## src/rtl/pu_pkg.sv

```systemverilog
package pu_pkg;
   localparam int WORD_W   = 32;
   localparam int PIX_W    = 24;
   localparam int DEPTHS   = 6;
   localparam int IDX_W    = $clog2(WORD_W);

   typedef enum logic [2:0] {
      DEP_1  = 3'd0,
      DEP_2  = 3'd1,
      DEP_4  = 3'd2,
      DEP_8  = 3'd3,
      DEP_16 = 3'd4,
      DEP_32 = 3'd5
   } depth_e;

   // codes above the last defined one fall back to 8 bits per pixel
   function automatic depth_e norm_depth(input logic [2:0] code);
      if (code > 3'd5) return DEP_8;
      return depth_e'(code);
   endfunction
endpackage

```

## src/rtl/pu_stride.sv

```systemverilog
module pu_stride
   import pu_pkg::*;
#(
   parameter int PIX_CNT_W = 11,
   localparam int STRIDE_W = PIX_CNT_W + 2
) (
   input  logic                 clk,
   input  logic                 rst_n,
   input  depth_e               depth,
   input  logic [PIX_CNT_W-1:0] width,
   output logic [STRIDE_W-1:0]  stride
);
   logic [STRIDE_W-1:0] w_ext;
   assign w_ext = STRIDE_W'(width);

   always_comb begin
      unique case (depth)
         DEP_1:   stride = w_ext >> 3;
         DEP_2:   stride = w_ext >> 2;
         DEP_4:   stride = w_ext >> 1;
         DEP_8:   stride = w_ext;
         DEP_16:  stride = w_ext << 1;
         default: stride = w_ext << 2;
      endcase
   end

   AST_STRIDE_WORD: assert property (@(posedge clk) disable iff (!rst_n)
      (depth == DEP_32) |-> (stride[1:0] == 2'b00));
endmodule

```

## src/rtl/pu_fieldsel.sv

```systemverilog
module pu_fieldsel
   import pu_pkg::*;
(
   input  logic [WORD_W-1:0] word,
   input  depth_e            depth,
   input  logic              be_byte,
   input  logic              be_pix,
   input  logic [IDX_W-1:0]  idx,
   output logic [WORD_W-1:0] field
);
   logic [WORD_W-1:0] lane [DEPTHS];

   for (genvar g = 0; g < DEPTHS; g++) begin : g_lane
      localparam int B = 1 << g;
      localparam logic [WORD_W-1:0] MASK =
         (B == WORD_W) ? '1 : ((WORD_W'(1) << B) - WORD_W'(1));
      logic [IDX_W:0] off_le;
      logic [IDX_W:0] off;
      logic [WORD_W-1:0] shifted;

      always_comb begin
         off_le = (IDX_W+1)'(idx) << g;
         if (be_byte) begin
            off = (IDX_W+1)'(WORD_W - B) - off_le;
         end else if (be_pix && (B < 8)) begin
            off = {off_le[IDX_W:3], 3'b000} + (IDX_W+1)'(8 - B)
                  - (IDX_W+1)'(off_le[2:0]);
         end else begin
            off = off_le;
         end
         shifted = word >> off;
      end
      assign lane[g] = shifted & MASK;
   end

   assign field = lane[int'(depth)];
endmodule

```

## src/rtl/pu_colour.sv

```systemverilog
module pu_colour
   import pu_pkg::*;
(
   input  logic [WORD_W-1:0] field,
   input  depth_e            depth,
   input  logic              bgr_order,
   output logic [PIX_W-1:0]  pix
);
   logic [7:0] c0, c1, c2;

   always_comb begin
      c0 = '0;
      c1 = '0;
      c2 = '0;
      pix = '0;
      if (depth == DEP_16) begin
         c0 = {field[4:0],   3'b000};
         c1 = {field[9:5],   3'b000};
         c2 = {field[14:10], 3'b000};
      end else if (depth == DEP_32) begin
         c0 = field[7:0];
         c1 = field[15:8];
         c2 = field[23:16];
      end
      if (depth == DEP_16 || depth == DEP_32) begin
         pix = bgr_order ? {c2, c1, c0} : {c0, c1, c2};
      end else begin
         pix = {16'h0000, field[7:0]};
      end
   end
endmodule

```

## src/rtl/pix_unpack.sv

```systemverilog
module pix_unpack
   import pu_pkg::*;
#(
   parameter int PIX_CNT_W = 11,
   localparam int STRIDE_W = PIX_CNT_W + 2
) (
   input  logic                 clk,
   input  logic                 rst_n,
   input  logic [2:0]           depth_i,
   input  logic                 be_byte_i,
   input  logic                 be_pix_i,
   input  logic                 bgr_order_i,
   input  logic [PIX_CNT_W-1:0] width_i,
   output logic [STRIDE_W-1:0]  stride_o,
   input  logic                 word_valid_i,
   output logic                 word_ready_o,
   input  logic [31:0]          word_i,
   output logic                 pix_valid_o,
   input  logic                 pix_ready_i,
   output logic [23:0]          pix_o,
   output logic                 pix_eol_o
);
   initial begin
      assert (PIX_CNT_W >= 2 && PIX_CNT_W <= 16)
         else $error("PIX_CNT_W out of range");
      assert (WORD_W == 32 && PIX_W == 24)
         else $error("package widths changed");
   end

   depth_e depth;
   assign depth = norm_depth(depth_i);

   logic [WORD_W-1:0]  word_q;
   logic               have_q;
   logic [IDX_W-1:0]   idx_q;
   logic [PIX_CNT_W-1:0] col_q;
   logic [IDX_W-1:0]   idx_last;
   logic               last_in_word;
   logic               pix_fire, word_fire;
   logic [WORD_W-1:0]  field;

   assign idx_last     = IDX_W'((WORD_W >> int'(depth)) - 1);
   assign last_in_word = (idx_q == idx_last);
   assign pix_valid_o  = have_q;
   assign pix_fire     = have_q & pix_ready_i;
   assign word_ready_o = ~have_q | (pix_ready_i & last_in_word);
   assign word_fire    = word_valid_i & word_ready_o;
   assign pix_eol_o    = have_q &
      ((PIX_CNT_W+1)'(col_q) + (PIX_CNT_W+1)'(1) == (PIX_CNT_W+1)'(width_i));

   always_ff @(posedge clk) begin
      if (!rst_n) begin
         word_q <= '0;
         have_q <= 1'b0;
         idx_q  <= '0;
      end else if (word_fire) begin
         word_q <= word_i;
         have_q <= 1'b1;
         idx_q  <= '0;
      end else if (pix_fire) begin
         if (last_in_word) begin
            have_q <= 1'b0;
            idx_q  <= '0;
         end else begin
            idx_q  <= idx_q + IDX_W'(1);
         end
      end
   end

   always_ff @(posedge clk) begin
      if (!rst_n)               col_q <= '0;
      else if (pix_fire)        col_q <= pix_eol_o ? '0 : col_q + PIX_CNT_W'(1);
   end

   pu_stride #(.PIX_CNT_W(PIX_CNT_W)) u_stride (
      .clk(clk), .rst_n(rst_n), .depth(depth), .width(width_i), .stride(stride_o)
   );

   pu_fieldsel u_sel (
      .word(word_q), .depth(depth), .be_byte(be_byte_i), .be_pix(be_pix_i),
      .idx(idx_q), .field(field)
   );

   pu_colour u_col (
      .field(field), .depth(depth), .bgr_order(bgr_order_i), .pix(pix_o)
   );

   // independent tallies used only by the properties below
   logic [IDX_W:0]     chk_taken;
   logic [PIX_CNT_W:0] chk_gap;
   always_ff @(posedge clk) begin
      if (!rst_n) begin
         chk_taken <= '0;
         chk_gap   <= '0;
      end else begin
         if (word_fire)     chk_taken <= '0;
         else if (pix_fire) chk_taken <= chk_taken + (IDX_W+1)'(1);
         if (pix_fire)      chk_gap <= pix_eol_o ? '0 : chk_gap + (PIX_CNT_W+1)'(1);
      end
   end

   AST_INDEX_ZERO_TOP: assert property (@(posedge clk) disable iff (!rst_n)
      (pix_valid_o && depth < DEP_16) |-> (pix_o[23:8] == 16'h0000));
   AST_EXPAND_LOW: assert property (@(posedge clk) disable iff (!rst_n)
      (pix_valid_o && depth == DEP_16) |->
      (pix_o[2:0] == 3'b0 && pix_o[10:8] == 3'b0 && pix_o[18:16] == 3'b0));
   AST_STALL_HOLD: assert property (@(posedge clk) disable iff (!rst_n)
      (pix_valid_o && !pix_ready_i) |=> pix_valid_o);
   AST_WORD_DRAINED: assert property (@(posedge clk) disable iff (!rst_n)
      (word_fire && have_q) |->
      (pix_fire && (chk_taken + (IDX_W+1)'(1) == (IDX_W+1)'(WORD_W >> int'(depth)))));
   AST_EOL_GAP: assert property (@(posedge clk) disable iff (!rst_n)
      (pix_fire && pix_eol_o) |->
      (chk_gap + (PIX_CNT_W+1)'(1) == (PIX_CNT_W+1)'(width_i)));
endmodule

```

## config.mk

```make
export PLATFORM = sky130hd
export DESIGN_NAME = pix_unpack
export DESIGN_NICKNAME = d
export VERILOG_FILES = /design/src/rtl/pu_pkg.sv /design/src/rtl/pu_stride.sv /design/src/rtl/pu_fieldsel.sv /design/src/rtl/pu_colour.sv /design/src/rtl/pix_unpack.sv
export SDC_FILE = /design/constraint.sdc
export NUM_CORES = 1
export LEC_CHECK = 0
export ABC_AREA = 1
export BUFFER_PORTS_ARGS = -buffer_cell sky130_fd_sc_hd__buf_2
export CAP_MARGIN = 20
export CORE_MARGIN = 8
export CORE_UTILIZATION = 57
export DETAILED_ROUTE_END_ITERATION = 12
export PLACE_DENSITY = 0.9
export SYNTH_ARGS = -nofsm -noshare
export SYNTH_HDL_FRONTEND = slang
export SYNTH_SLANG_ARGS = --single-unit
```

## constraint.sdc

```tcl
create_clock -name clk -period 3.4 [get_ports clk]
set_input_delay 0.34 -clock clk [delete_from_list [all_inputs] [get_ports clk]]
set_output_delay 0.34 -clock clk [all_outputs]
set_load 0.1 [all_outputs]
```

==> Word level (Yosys, flattened, before mapping) <==
Cells that the tools add are included.
{ "op_classes": {"n_addsub": 16, "magnitude_cmp": 2, "n_eq_ne": 7, "n_shift": 7, "muxes": 29, "n_bitwise": 8, "reduce_logical": 6} }
{ "ops": {"columns": ["operator", "count"], "rows": [
  ["$bmux W32 S3", 1],
  ["$mux W24", 4],
  ["$pmux W13 S5", 1],
  ["$mux W6", 9],
  ["$mux W8", 6],
  ["$ge A32 B4 Y1 const B", 1],
  ["$not A3 Y32", 1],
  ["$shr A32 B6 Y1", 1],
  ["$shr A32 B6 Y16", 1],
  ["$shr A32 B6 Y2", 1],
  ["$shr A32 B6 Y32", 1],
  ["$shr A32 B6 Y4", 1],
  ["$shr A32 B6 Y8", 1],
  ["$sub A5 B6 Y6 const A", 4],
  ["$sub A6 B3 Y6", 3],
  ["$add A11 B1 Y12 const B", 1],
  ["$add A6 B3 Y6 const B", 2],
  ["$eq A12 B11 Y1", 1],
  ["$add A11 B1 Y11 const B", 1],
  ["$mux W11", 1],
  ["$add A5 B3 Y6 const B", 1],
  ["$eq A3 B2 Y1 const B", 2],
  ["$eq A3 B3 Y1 const B", 2],
  ["$mux W3", 2],
  ["other kinds (18)", 26]
]} }
{ "word_totals": {"ff_bits": 49, "inputBits": 53, "out_inout_bits": 40, "wordCells": 79} }

==> Logic depth before layout (Yosys ltp) <==
{ "depth": {"ltp_word": 12, "depth_mapped": 19, "mapped_depth_nobuf": 15} }

==> By module <==
Synthesis repeated with hierarchy kept, for this count alone.
{ "unflattened": {"cells_unflattened": 1018, "hier_area_um2": 5863.1} }
{ "modules_own_cells": {"columns": ["mod", "instances", "cells_per_inst", "area_each_um2", "seq_area_each_um2"], "rows": [
  ["pix_unpack", 1, 372, 2660.1, 980.9],
  ["pu_fieldsel", 1, 396, 1870.5, 0.0],
  ["pu_colour", 1, 134, 673.1, 0.0],
  ["pu_stride", 1, 116, 659.4, 0.0]
]} }

==> Least setup slack after synthesis <==
No wires, ideal clock.
{ "synth_timing": {"path_type": "input to output", "from": "in depth_i[1]", "to": "out pix_o[14]", "arrival_ps": 4345, "required_time_ps": 3060, "slack_ps": -1285, "cell_stages": 13, "cell_sequence": "buf_6 -> a21oi_1 -> inv_1 -> nor2_1 -> inv_1 -> nor2_1 -> inv_1 -> buf_2 -> ha_1 -> clkbuf_1 -> inv_1 -> nand2_1 -> o21ai_0"} }
{ "synth_between": {"elab_chain_cells": 11, "word_cells_on_any_way": 14, "classes_between": "order compare (1); eq/ne (2); mux (9); bitwise (1); reduce/logical (1)"} }
{ "synth_rtl": {"columns": ["item", "line_no", "source"], "rows": [
  ["from (decl)", "pix_unpack.sv:9", "input logic [2:0] depth_i,"],
  ["$gt A3 B3 Y1", "pu_pkg.sv:18", "if (code > 3'd5) return DEP_8;"],
  ["$mux W1", "pu_pkg.sv:18", null],
  ["$mux W3 *", "pu_pkg.sv:19", "return depth_e'(code);"],
  ["$not A3 Y32 (implied by the code)", "pu_fieldsel.sv:36", "assign field = lane[int'(depth)];"],
  ["$bmux W32 S3", "pu_fieldsel.sv:36", null],
  ["$mux W24 (implied by the code) (2 in a row)", "pu_fieldsel.sv:36", null],
  ["$mux W8", "pu_colour.sv:20", "end else if (depth == DEP_32) begin"],
  ["$mux W8", "pu_colour.sv:16", "if (depth == DEP_16) begin"],
  ["$mux W24", "pu_colour.sv:26", "pix = bgr_order ? {c2, c1, c0} : {c0, c1, c2};"],
  ["$mux W24 *", "pu_colour.sv:25", "if (depth == DEP_16 || depth == DEP_32) begin"],
  ["to (decl)", "pix_unpack.sv:20", "output logic [23:0] pix_o,"]
]} }
Every way passes the cells marked *; elsewhere a longest branch is shown, timed or not. The select of a mux whose other input is x is not followed.

==> Worst setup path in the final report <==
{ "layout_timing": {"from": "reg idx_q[0]", "to": "out pix_o[0]"} }
{ "layout_between": {"elab_chain_cells": 11, "word_cells_on_any_way": 33, "classes_between": "add/sub (9); shift (6); mux (18)"} }
{ "layout_rtl": {"columns": ["item", "line_no", "source"], "rows": [
  ["from (decl)", "pix_unpack.sv:35", "logic [IDX_W-1:0] idx_q;"],
  ["from (signal assigned)", "pix_unpack.sv:65", "idx_q <= idx_q + IDX_W'(1);"],
  ["$sub A6 B3 Y6", "pu_fieldsel.sv:27", "- (IDX_W+1)'(off_le[2:0]);"],
  ["$mux W6", "pu_fieldsel.sv:25", "end else if (be_pix && (B < 8)) begin"],
  ["$mux W6", "pu_fieldsel.sv:23", "if (be_byte) begin"],
  ["$shr A32 B6 Y4, or another cell as far along", "pu_fieldsel.sv:31", "shifted = word >> off;"],
  ["$bmux W32 S3 *", "pu_fieldsel.sv:36", null],
  ["$mux W24 (implied by the code) * (2 in a row)", "pu_fieldsel.sv:36", null],
  ["$mux W8", "pu_colour.sv:20", null],
  ["$mux W8", "pu_colour.sv:16", null],
  ["$mux W24", "pu_colour.sv:26", null],
  ["$mux W24 *", "pu_colour.sv:25", null]
]} }
Marked as above.

==> impl_results.md <==
* CTS clock-pin slew for the worst setup and hold paths at 100 ps
* Part of the cycle the worst path needs at 97.3%
* Syn_area_per_cell at 5.78 sq um
* GP Congestion at 1.08
* Worst Hold Depth at 3
* Worst min path class: input port to flip-flop
* Final setup fails at 0
* Placed cell count at 995
* Starting density of the core at 58.4%
* Syn Inst Count at 825
* Final min period at 3310 ps
* Post-DR wirelength/cell at 18.3 microns
* Finished Layout Cells at 1004
* Vias per inst at 6.28
* Metal2 WL at 8060 microns
* Share of cells above drive strength 1 at 16.9%
* Worst reg2reg path endpoint: idx_q[2]$_SDFFE_PP0P_
* Fill count at 760
* Core Area at 8180 sq um
* Largest net degree at the start of global routing at 67
* Slew HR at 56.4%
* Total CTS buffers at 5
* Initial antenna violation count at 0
* IO Port Bufs at 92
* Most common flop cell mapped by yosys: dfxtp_1
* CP required at 3060 ps
* Metal-1 WL at 7430 microns
* Area grow syn2layout at 23.8%
* Maximum fanout along the worst path at 10
* CTS tree: yes
* RR Startpoint: idx_q[2]$_SDFFE_PP0P_
* Fraction of registers with async set/reset at 0%
* R2R depth at 10
* Drt initial violations at 686
* Distinct cells, synth at 39
* Clock Sinks at 49
* Mapped Nets at 883
* IO Pins at 93
* Clk buf depth at 2
* Startpoint type of the worst setup path: flip-flop
* Final WL at 18400 microns
* Lkg Pwr at 2.55 nW
* First-pass GRT wire length at 29200 microns
* DR pass1 iterations at 6
* Root Driver: clkbuf_8
* Worst-case clock skew at 16.2 ps
* WP data arrival at 2970 ps
* Clk_lat worst skew at 320 ps
* H-tree Lvls at 2
* Peak supply drop at 0.282 mV
* Count of state elements after synthesis at 49
* Synth warnings at 0
* Max cap viols at 0
* Metal3 WL at 2200 microns
* Worst Hold Endpoint: word_q[8]$_SDFFE_PN0P_
* Post-CTS Hold Buffers at 0
* Hold path start: word_i[8]
* Max frequency at 302 MHz
* Drc violations at 0
* HPWL Detailed at 14400 microns
* Via count at 6307
* RSZ-0062 raised after global routing: no
* Global-route usage over all layers at 31.0%
* Area of the multi-input gates at 3330 sq um
* GRT overflow at 0
* Nets at 956
* Final ANT Viol Nets at 0
* Final Util at 72.3%
* Crit. End Element: output port
* Synthesized cell area at 4770 sq um
* Reg area at 983 sq um
* Final Hold Fails at 0
* DR top layer: met4
* Post-CTS Setup Inserts at 0
* Power Density at 334 nW/um^2
* Final Worst Setup Slack at 92.6 ps
* EDFF count, synth at 0
* Die area at 11600 sq um
* Number of global-route vias before repair at 5722
* Slew Limit Fails at 0
* Crit Path Class: flip-flop to output port
* Sequential share of the synthesized area at 20.6%
* Rows at 33
* R2R Setup Slk at 960 ps
* Worst slack at placement at -7.79 ps
* Run status: complete, no violations
* Die W at 107 microns
* Diode count at 0
* Total power at 0.00197 W
* Slew @ Worst Pin at 650 ps
* Die H at 107 microns
metrics by stage:
| step | area [sq um] | TNS, ps | hold slack, ps |
|---|---|---|---|
| 2_1_floorplan | 4880 | -477 | 441 |
| 3_3_place_gp | 5790 | 0 | 473 |
| 3_5_place_dp | 5790 | -7.79 | 474 |
| 4_1_cts | 5890 | 0 | 297 |
| 5_1_grt | 5910 | 0 | 305 |
| 6_report | 5910 | 0 | 293 |
power by group:
part	leakage (nW)	switching, W	internal [W]
sequential	0.404	0.0000321	0.000609
combinational	2.09	0.000689	0.000269
clock	0.0512	0.000209	0.000165
total	2.55	0.000930	0.00104
routing by layer:
layer,GRT usage [%],vias to the layer above
li1,-,2971
met1,40.9,2827
met2,47.2,433
met3,8.02,76
met4,12.0,0
met5,0,-
cell type report:
type	count	share of cell area, %
Multi-Input combinational cell	638	56.4
Timing Repair Buffer	111	17.0
Sequential cell	49	16.6
Inverter	92	5.97
Tap cell	105	2.22
Clock buffer	6	1.40
Clock inverter	2	0.233
Timing Repair inverter	1	0.0847
cells by family (layout without fill, tap and decap cells):
kind of cell / Yosys count / in the layout / synth area share [%]
AO/OA/AOI/OAI: 226 / 226 / 27.7
XOR/XNOR: 19 / 19 / 3.49
adder cells (fa/ha/maj): 5 / 5 / 1.31
buffers and inverters: 138 / 212 / 12.0
flip-flops: 49 / 49 / 20.6
AND/OR/NAND/NOR: 388 / 388 / 35.0
cells in the final DEF (no fill, tap or decap), drive strengths merged, types with 22 or more instances in the layout:
master    n
inv      88
o21ai    81
dfxtp    49
buf     111
a21oi    65
o211ai   22
nand3   123
nand2   201
o22ai    26
nor2     46
worst max path at each step:
stage,from,endpoint,slack [ps]
floorplan,depth_i[1],pix_o[13],-120
global placement,depth_i[2],pix_o[14],130
detailed placement,depth_i[2],pix_o[14],-8
CTS,depth_i[2],pix_o[14],3
global route,depth_i[2],pix_o[3],20
finish,idx_q[0]$_SDFFE_PP0P_,pix_o[0],90
cells in the mapped netlist (all sizes together) (3+ instances only):
master	instances	area, sq um
o21ai	81	409
clkbuf	30	113
nand3	123	616
o221ai	9	78.8
a211oi	4	30.0
dfxtp	49	981
a31oi	4	25.0
xor2	14	123
o31ai	3	22.5
a221oi	6	52.6
ha	5	62.6
inv	90	338
o22ai	26	163
o21bai	3	22.5
nor3	8	40.0
nand4	4	25.0
nor2	46	190
xnor2	5	43.8
a21oi	65	329
o211ai	22	165
nand2	201	757
buf	16	114
worst max-delay path: stages (launching register included):
cell and delay [ps]:
dfxtp_2 490, ha_1 190, nand2_1 60, o21ai_0 310, xor2_1 530, nand3_1 220
nand2_1 110, nand2_1 50, nand3_1 130, nand2_1 60, nand2_1 60, nand2_1 60
nand3_1 110, nand2_1 110, buf_12 180
state kept, by name, indices dropped and copies added, names as in the netlist:
register     flops
idx_q            5
pix_valid_o      1
word_q          32
col_q           11
what timing repair did:
item / 4_1_cts / 5_1_grt
resized for setup: 2 / 6
cloned: 0 / 1
endpoints found under the setup margin: 3 / 16
Note: power is estimated with default switching activity, not from simulation.
